<file path="config.mk">
export PLATFORM = sky130hd
export DESIGN_NAME = ser8_lane_top
export DESIGN_NICKNAME = d
export VERILOG_FILES = /design/src/rtl/ser8_pkg.sv /design/src/rtl/ser8_frame_ctrl.sv /design/src/rtl/ser8_lane.sv /design/src/rtl/ser8_lane_top.sv
export SDC_FILE = /design/constraint.sdc
export NUM_CORES = 1
export LEC_CHECK = 0
export BUFFER_PORTS_ARGS = -buffer_cell sky130_fd_sc_hd__buf_4
export CAP_MARGIN = 20
export CORE_MARGIN = 2
export CORE_UTILIZATION = 55
export CTS_BUF_LIST = sky130_fd_sc_hd__clkbuf_4 sky130_fd_sc_hd__clkbuf_8
export CTS_CLUSTER_SIZE = 24
export DETAILED_ROUTE_END_ITERATION = 8
export PLACE_DENSITY = 0.82
export SYNTH_ARGS = -nofsm -noshare
export SYNTH_HDL_FRONTEND = slang
export SYNTH_SLANG_ARGS = --single-unit
</file>
<file path="constraint.sdc">
create_clock -name clk -period 3.9 [get_ports clk]
set_clock_uncertainty 0.2 [all_clocks]
set_input_delay 0.585 -clock clk [delete_from_list [all_inputs] [get_ports clk]]
set_output_delay 0.585 -clock clk [all_outputs]
set_load 0.02 [all_outputs]
</file>
<file path="src/rtl/ser8_pkg.sv">
package ser8_pkg;

    // Frame sequencing states: first half (frame clock high), second half (low)
    typedef enum logic [0:0] {
        ST_HIGH = 1'b0,
        ST_LOW  = 1'b1
    } frame_state_e;

endpackage

</file>
<file path="src/rtl/ser8_frame_ctrl.sv">
module ser8_frame_ctrl
    import ser8_pkg::*;
#(
    parameter int WORD_W = 12
) (
    input  logic clk,
    input  logic rst,
    output logic load_o,
    output logic fclk_o,
    output logic bclk_o
);

    localparam int CNT_W = (WORD_W > 1) ? $clog2(WORD_W) : 1;
    localparam int HALF  = WORD_W / 2;
    localparam logic [CNT_W-1:0] SLOT_FIRST    = '0;
    localparam logic [CNT_W-1:0] SLOT_HALF_END = CNT_W'(HALF - 1);
    localparam logic [CNT_W-1:0] SLOT_LAST     = CNT_W'(WORD_W - 1);

    frame_state_e     state_q, state_d;
    logic [CNT_W-1:0] slot_q, slot_d;

    // State and slot register
    always_ff @(posedge clk) begin
        if (rst) begin
            state_q <= ST_HIGH;
            slot_q  <= SLOT_FIRST;
        end else begin
            state_q <= state_d;
            slot_q  <= slot_d;
        end
    end

    // Next-state logic: T_HALF and T_WRAP
    always_comb begin
        state_d = state_q;
        slot_d  = slot_q + CNT_W'(1);
        unique case (state_q)
            ST_HIGH: begin
                if (slot_q == SLOT_HALF_END) begin
                    state_d = ST_LOW;
                end
            end
            ST_LOW: begin
                if (slot_q == SLOT_LAST) begin
                    state_d = ST_HIGH;
                    slot_d  = SLOT_FIRST;
                end
            end
            default: begin
                state_d = ST_HIGH;
                slot_d  = SLOT_FIRST;
            end
        endcase
    end

    // Capture strobe on slot 0 of the high half
    assign load_o = (state_q == ST_HIGH) && (slot_q == SLOT_FIRST);

    // Forwarded clocks, registered in the same stage as the lane bits
    always_ff @(posedge clk) begin
        if (rst) begin
            fclk_o <= 1'b0;
            bclk_o <= 1'b0;
        end else begin
            fclk_o <= (state_q == ST_HIGH);
            bclk_o <= ~bclk_o;
        end
    end

    AST_SLOT_RANGE: assert property (@(posedge clk) disable iff (rst)
        slot_q <= SLOT_LAST);

    AST_SINGLE_LOAD: assert property (@(posedge clk) disable iff (rst)
        load_o |=> !load_o);

    AST_BCLK_TOGGLE: assert property (@(posedge clk) disable iff (rst)
        1'b1 |=> (bclk_o != $past(bclk_o)));

    AST_LOAD_FCLK: assert property (@(posedge clk) disable iff (rst)
        load_o |=> fclk_o);

endmodule

</file>
<file path="src/rtl/ser8_lane.sv">
module ser8_lane #(
    parameter int WORD_W = 12
) (
    input  logic              clk,
    input  logic              rst,
    input  logic              load_i,
    input  logic              msb_first_i,
    input  logic [WORD_W-1:0] word_i,
    output logic              bit_o
);

    logic [WORD_W-1:0] rev_word;
    logic [WORD_W-1:0] ordered;
    logic [WORD_W-2:0] rest_q;

    // The order is fixed once at capture: the word is stored so that
    // it always leaves from bit 0
    always_comb begin
        for (int b = 0; b < WORD_W; b++) begin
            rev_word[b] = word_i[WORD_W-1-b];
        end
        ordered = msb_first_i ? rev_word : word_i;
    end

    always_ff @(posedge clk) begin
        if (rst) begin
            bit_o  <= 1'b0;
            rest_q <= '0;
        end else if (load_i) begin
            bit_o  <= ordered[0];
            rest_q <= ordered[WORD_W-1:1];
        end else begin
            bit_o  <= rest_q[0];
            rest_q <= rest_q >> 1;
        end
    end

endmodule

</file>
<file path="src/rtl/ser8_lane_top.sv">
module ser8_lane_top #(
    parameter int NUM_LANES = 8,
    parameter int WORD_W    = 12
) (
    input  logic                          clk,
    input  logic                          rst,
    input  logic                          msb_first,
    input  logic [NUM_LANES*WORD_W-1:0]   samp_word,
    output logic [NUM_LANES-1:0]          lane_out,
    output logic                          bclk_out,
    output logic                          fclk_out
);

    logic load;

    ser8_frame_ctrl #(.WORD_W(WORD_W)) u_ctrl (
        .clk    (clk),
        .rst    (rst),
        .load_o (load),
        .fclk_o (fclk_out),
        .bclk_o (bclk_out)
    );

    // One shift lane per channel, all sharing the capture strobe
    for (genvar g = 0; g < NUM_LANES; g++) begin : g_lane
        ser8_lane #(.WORD_W(WORD_W)) u_lane (
            .clk         (clk),
            .rst         (rst),
            .load_i      (load),
            .msb_first_i (msb_first),
            .word_i      (samp_word[g*WORD_W +: WORD_W]),
            .bit_o       (lane_out[g])
        );
    end

    AST_RESET_QUIET: assert property (@(posedge clk)
        rst |=> (lane_out == '0 && !bclk_out && !fclk_out));

endmodule

</file>
== Yosys cells after proc, flatten, opt, wreduce, memory -nomap -nowiden ==
Index checks and enable logic that the tools add are counted.

* Register bits: 103
* Input port bits: 99
* Output and inout port bits: 10
* Logic and storage cells: 66

* Add/sub/neg operators: 1
* Eq/ne operators: 2
* Muxes and demuxes: 29
* Bitwise logic cells: 3
* Reductions and logical operators: 3

{| class="wikitable"
|+ Operators with widths
! kind !! number
|-
| 12-bit two-way mux || 8
|-
| 10-bit two-way mux || 8
|-
| 1-bit two-way mux || 10
|-
| 4-bit two-way mux || 2
|-
| 4-bit by 1-bit adder with 4-bit output (second input constant) || 1
|-
| 4-bit by 3-bit equality test with 1-bit output (second input constant) || 1
|-
| 4-bit equality test (second input constant) || 1
|-
| 4-bit zero test || 1
|-
| 1-bit NOT || 3
|-
| 1-bit one-hot mux with 2 select lines || 1
|-
| 2-bit OR reduction || 1
|-
| 1-bit logical AND || 1
|}

== Depth between registers and ports, before layout ==
* Depth in word-level cells: 4
* Depth in mapped cells: 7
* Gate-level depth less buffers: 5

== Hierarchy ==
From an unflattened synthesis, not the netlist that was laid out.

* Cells, all modules: 442
* Area, all modules: 4444.3 sq um

{| class="wikitable"
|+ Modules (own cells, without submodules)
! module !! instances !! cells an instance !! area an instance (sq um) !! seq. area each (sq um)
|-
| ser8_lane || 8 || 51 || 515.5 || 240.2
|-
| ser8_frame_ctrl || 1 || 34 || 320.3 || 140.1
|}

== Worst setup path after synthesis ==
OpenSTA, ideal clock, no wires.

* Kind: input port to flip-flop
* Start: in msb_first
* End: reg g_lane[4].u_lane.rest_q[0]
* Setup time: 0.134 ns
* Arrival time: 1.476 ns
* Required time: 3.566 ns
* Path slack: 2.090 ns
* Cell stages on the path: 5
* Path buffers: 3
* Cell sequence: buf_2 > buf_2 > buf_2 > mux2i_1 > a211oi_1

* Longest elaborated chain between the ends: 2

{| class="wikitable"
|+ Ends and longest elaborated chain
! item !! RTL line !! source
|-
| start: declaration || ser8_lane_top.sv:7 || <nowiki>input logic msb_first,</nowiki>
|-
| 12-bit two-way mux || ser8_lane.sv:22 || <nowiki>ordered = msb_first_i ? rev_word : word_i;</nowiki>
|-
| 10-bit two-way mux || ser8_lane.sv:29 || <nowiki>end else if (load_i) begin</nowiki>
|-
| end signal: assignment || ser8_lane.sv:31 || <nowiki>rest_q <= ordered[WORD_W-1:1];</nowiki>
|-
| end signal: assignment || ser8_lane.sv:34 || <nowiki>rest_q <= rest_q >> 1;</nowiki>
|-
| end: declaration || ser8_lane.sv:14 || <nowiki>logic [WORD_W-2:0] rest_q;</nowiki>
|}

No other way between the ends.
A chain may end at the register's enable or synchronous reset.

== Worst setup path in the final report ==
* Start: reg u_ctrl.slot_q[0]
* End: reg g_lane[1].u_lane.rest_q[0]

* Longest elaborated chain between the ends: 3

{| class="wikitable"
|+ Ends and longest elaborated chain
! item !! RTL line !! source
|-
| start: declaration || ser8_frame_ctrl.sv:20 || <nowiki>logic [CNT_W-1:0] slot_q, slot_d;</nowiki>
|-
| start signal: assignment || ser8_frame_ctrl.sv:29 || <nowiki>slot_q <= slot_d;</nowiki>
|-
| 4-bit zero test || ser8_frame_ctrl.sv:57 || <nowiki>assign load_o = (state_q == ST_HIGH) && (slot_q == SLOT_FIRST);</nowiki>
|-
| 1-bit logical AND || ser8_frame_ctrl.sv:57 ||
|-
| 10-bit two-way mux || ser8_lane.sv:29 ||
|-
| end signal: assignment || ser8_lane.sv:31 ||
|-
| end signal: assignment || ser8_lane.sv:34 ||
|-
| end: declaration || ser8_lane.sv:14 ||
|}

No other way between the ends.

==> summary.md <==
| Metric | Value |
|---|---|
| R2R Path Start | `u_ctrl.slot_q[0]` |
| Die area | `between 8000 and 9000 sq um` |
| Share of cells above drive strength 1 | `0.241` |
| Port Buffers | `between 100 and 150` |
| Leak Pwr | `~2.4 nW` |
| DRC viols | `0` |
| Area delta synth->final | `19.8%` |
| ANT nets after route | `0` |
| IR drop worst, VDD | `0.217 mV` |
| Worst R2R Setup Slack | `around 1.7 ns` |
| Setup WS post-layout | `between 1.5 and 2 ns` |
| Placer Congestion | `0.734` |
| CTS resizes | `0` |
| Final period util | `0.573` |
| RSZ-0062 raised after global routing | `false` |
| Worst-path clk slew | `approximately 0.090 ns` |
| Ys Warns | `0` |
| Min-Delay Startpoint | `rst` |
| Crit-path max FO | `95` |
| R2r endpoint | `g_lane[1].u_lane.rest_q[0]` |
| Final hold violations | `0` |
| Post-place setup slack | `between 1.5 and 2 ns` |
| H-tree depth | `3` |
| Total GRT Usage | `0.211` |
| Final Max Slew Viols | `0` |
| Post-Synthesis Net Count | `563` |
| Crit path DAT | `around 2.3 ns` |
| Final min period | `roughly 2.2 ns` |
| Largest net degree at the start of global routing | `96` |
| Worst-Margin Slew | `0.970 ns` |
| Total negative setup slack | `0 ns` |
| Vias in the first global route | `between 3,000 and 4,000` |
| Die Ht | `~94 um` |
| Hold Path End | `u_ctrl.fclk_o` |
| CTS Root Cell | `clkbuf_8` |
| Synth top area share | `0.458` |
| CTS Buf Count | `9` |
| Final Total Pwr | `2.32 mW` |
| CP cell instances | `inv_1, ha_1, nor4b_4, buf_4, nor2_1, a211oi_1` |
| Worst rel slew slack | `0.353` |
| Routed vias | `around 3,500` |
| Starting Density | `0.576` |
| Final instance area | `around 5400 sq um` |
| Syn avg cell area | `between 9 and 10 sq um` |
| Post-Syn Instances | `461` |
| I/O Pins | `~110` |
| N_diodes | `0` |
| Synth Register Bits | `around 100` |
| Post-Place Cell Area | `roughly 5200 sq um` |
| Synth top area cells | `dfxtp_1, mux2i_1, a211oi_1` |
| Fraction of registers with async set/reset | `0` |
| Maximum clock frequency | `~450 MHz` |
| Crit. End Element | `flip-flop` |
| Initial antenna violation count | `0` |
| Hold_buf cts | `0` |
| Final Net Count | `around 640` |
| Main flop type after synthesis | `dfxtp_1` |
| Hold path depth | `2` |
| Grt ovf | `0` |
| Mapped Area | `4500 sq um` |
| Total clock sinks | `103` |
| Worst Reg-to-Reg Cells | `6` |
| Clk buf depth | `2` |
| Max Cap Violations | `0` |
| Power density over the cells | `430 nW/um^2` |
| First-pass GRT wire length | `15,100 um` |
| Worst skew pair latency | `around 0.35 ns` |
| Utilization after layout | `0.690` |
| Average wire per standard cell | `14.2 um` |
| Cell variety after synth | `22` |
| Crit path max-delay cell type | `buf_4` |
| Worst min-delay path class | `primary input to flip-flop` |
| Iteration-0 DRC Markers | `116` |
| CP Launch Type | `flip-flop` |
| CORE AREA | `7810 sq um` |
| Worst EP required | `~4.0 ns` |
| Die W | `~94 um` |
| Site row count | `32` |
| Cell taking the most area after synthesis | `dfxtp_1` |
| Synth cell count leaders | `dfxtp_1, nor2_1, mux2i_1` |
| CTS tree | `yes` |
| Final Setup Violations | `0` |
| Post-synth EDFFs | `0` |
| Critical path class | `flip-flop to flip-flop` |
| Detail Placement HPWL | `6140 um` |
| WL final | `a little over 9000 um` |
| Drt pass-1 iters | `4` |
| Setup bufs post-CTS | `0` |
| Count leader, synth | `dfxtp_1` |
| Status | `finished clean` |
| Vias per std cell | `~5.4` |
| Sequential-to-total area share from yosys stat | `0.458` |
| Worst path max stage delay | `roughly 0.69 ns` |
## metal layers
metal / part of all wire / wire, um / GRT usage / up-vias
li1: - / - / - / 1803
met1: 0.44 / 4040 / 0.267 / 1600
met2: 0.49 / 4480 / 0.364 / 82
met3: 0.054 / 486 / 0.0535 / 4
met4: 0.0075 / 68 / 0.0435 / 0
met5: 0 / 0 / 0 / -
## power breakdown
group / internal, mW / switching (mW)
Sequential: 1.19 / 0.0396
Combinational: 0.228 / 0.273
Clock: 0.247 / 0.342
Total: 1.66 / 0.655
## worst max-delay path by stage
stage | slack (ns) | cells after the start | from | end
floorplan | 2.09 | 5 | msb_first | g_lane[4].u_lane.rest_q[0]
global placement | 1.65 | 4 | msb_first | g_lane[7].u_lane.rest_q[2]
detailed placement | 1.56 | 4 | msb_first | g_lane[4].u_lane.rest_q[8]
CTS | 1.66 | 6 | u_ctrl.slot_q[0] | g_lane[1].u_lane.rest_q[0]
global route | 1.40 | 6 | u_ctrl.slot_q[0] | g_lane[0].u_lane.rest_q[6]
finish | 1.66 | 6 | u_ctrl.slot_q[0] | g_lane[1].u_lane.rest_q[0]
## placed cells by master, fill, tap and decap left out, drive strengths merged, types with 2 or more instances in the layout
master | Yosys | final
dfxtp | 103 | 103
inv | 2 | 2
mux2i | 96 | 96
a211oi | 88 | 88
nand2 | 5 | 5
nor2 | 99 | 99
clkbuf | 15 | 11
buf | 36 | 113
a21oi | 2 | 2
clkinv | 0 | 4
nor2b | 3 | 3
ha | 3 | 3
## cell type report
class / count / area [sq um]
Fill cell: 614 / 2420
Multi-Input combinational cell: 305 / 2160
Sequential cell: 103 / 2060
Timing Repair Buffer: 113 / 861
Clock buffer: 11 / 139
Tap cell: 102 / 128
Clock inverter: 5 / 35.0
Inverter: 2 / 7.51
## worst max-delay path: cells and delay by family, from the launching register on
kind	cells	cell delay, ns
simple gates	2	0.30
buf+inv	2	0.79
fa+ha+maj	1	0.17
compound gates	1	0.27
flops	1	0.37
## cell families after synthesis
family	after synthesis	share of synthesized area
compound gates	94	0.155
simple gates	112	0.102
buf+inv	53	0.0623
flops	103	0.458
mux	96	0.214
fa+ha+maj	3	0.00834
## state kept, by name, indices dropped and copies added (netlist names)
signal                count
g_lane.u_lane.bit_o       8
u_ctrl.fclk_o             1
u_ctrl.bclk_o             1
u_ctrl.state_q            1
u_ctrl.slot_q             4
g_lane.u_lane.rest_q     88
## metrics by stage
step,std cells,hold WS [ns]
final,641,0.219
after CTS,641,0.213
after floorplan,461,0.264
after detailed placement,625,0.209
after global routing,641,0.202
after global placement,625,0.201
(Power assumes the default switching activity.)
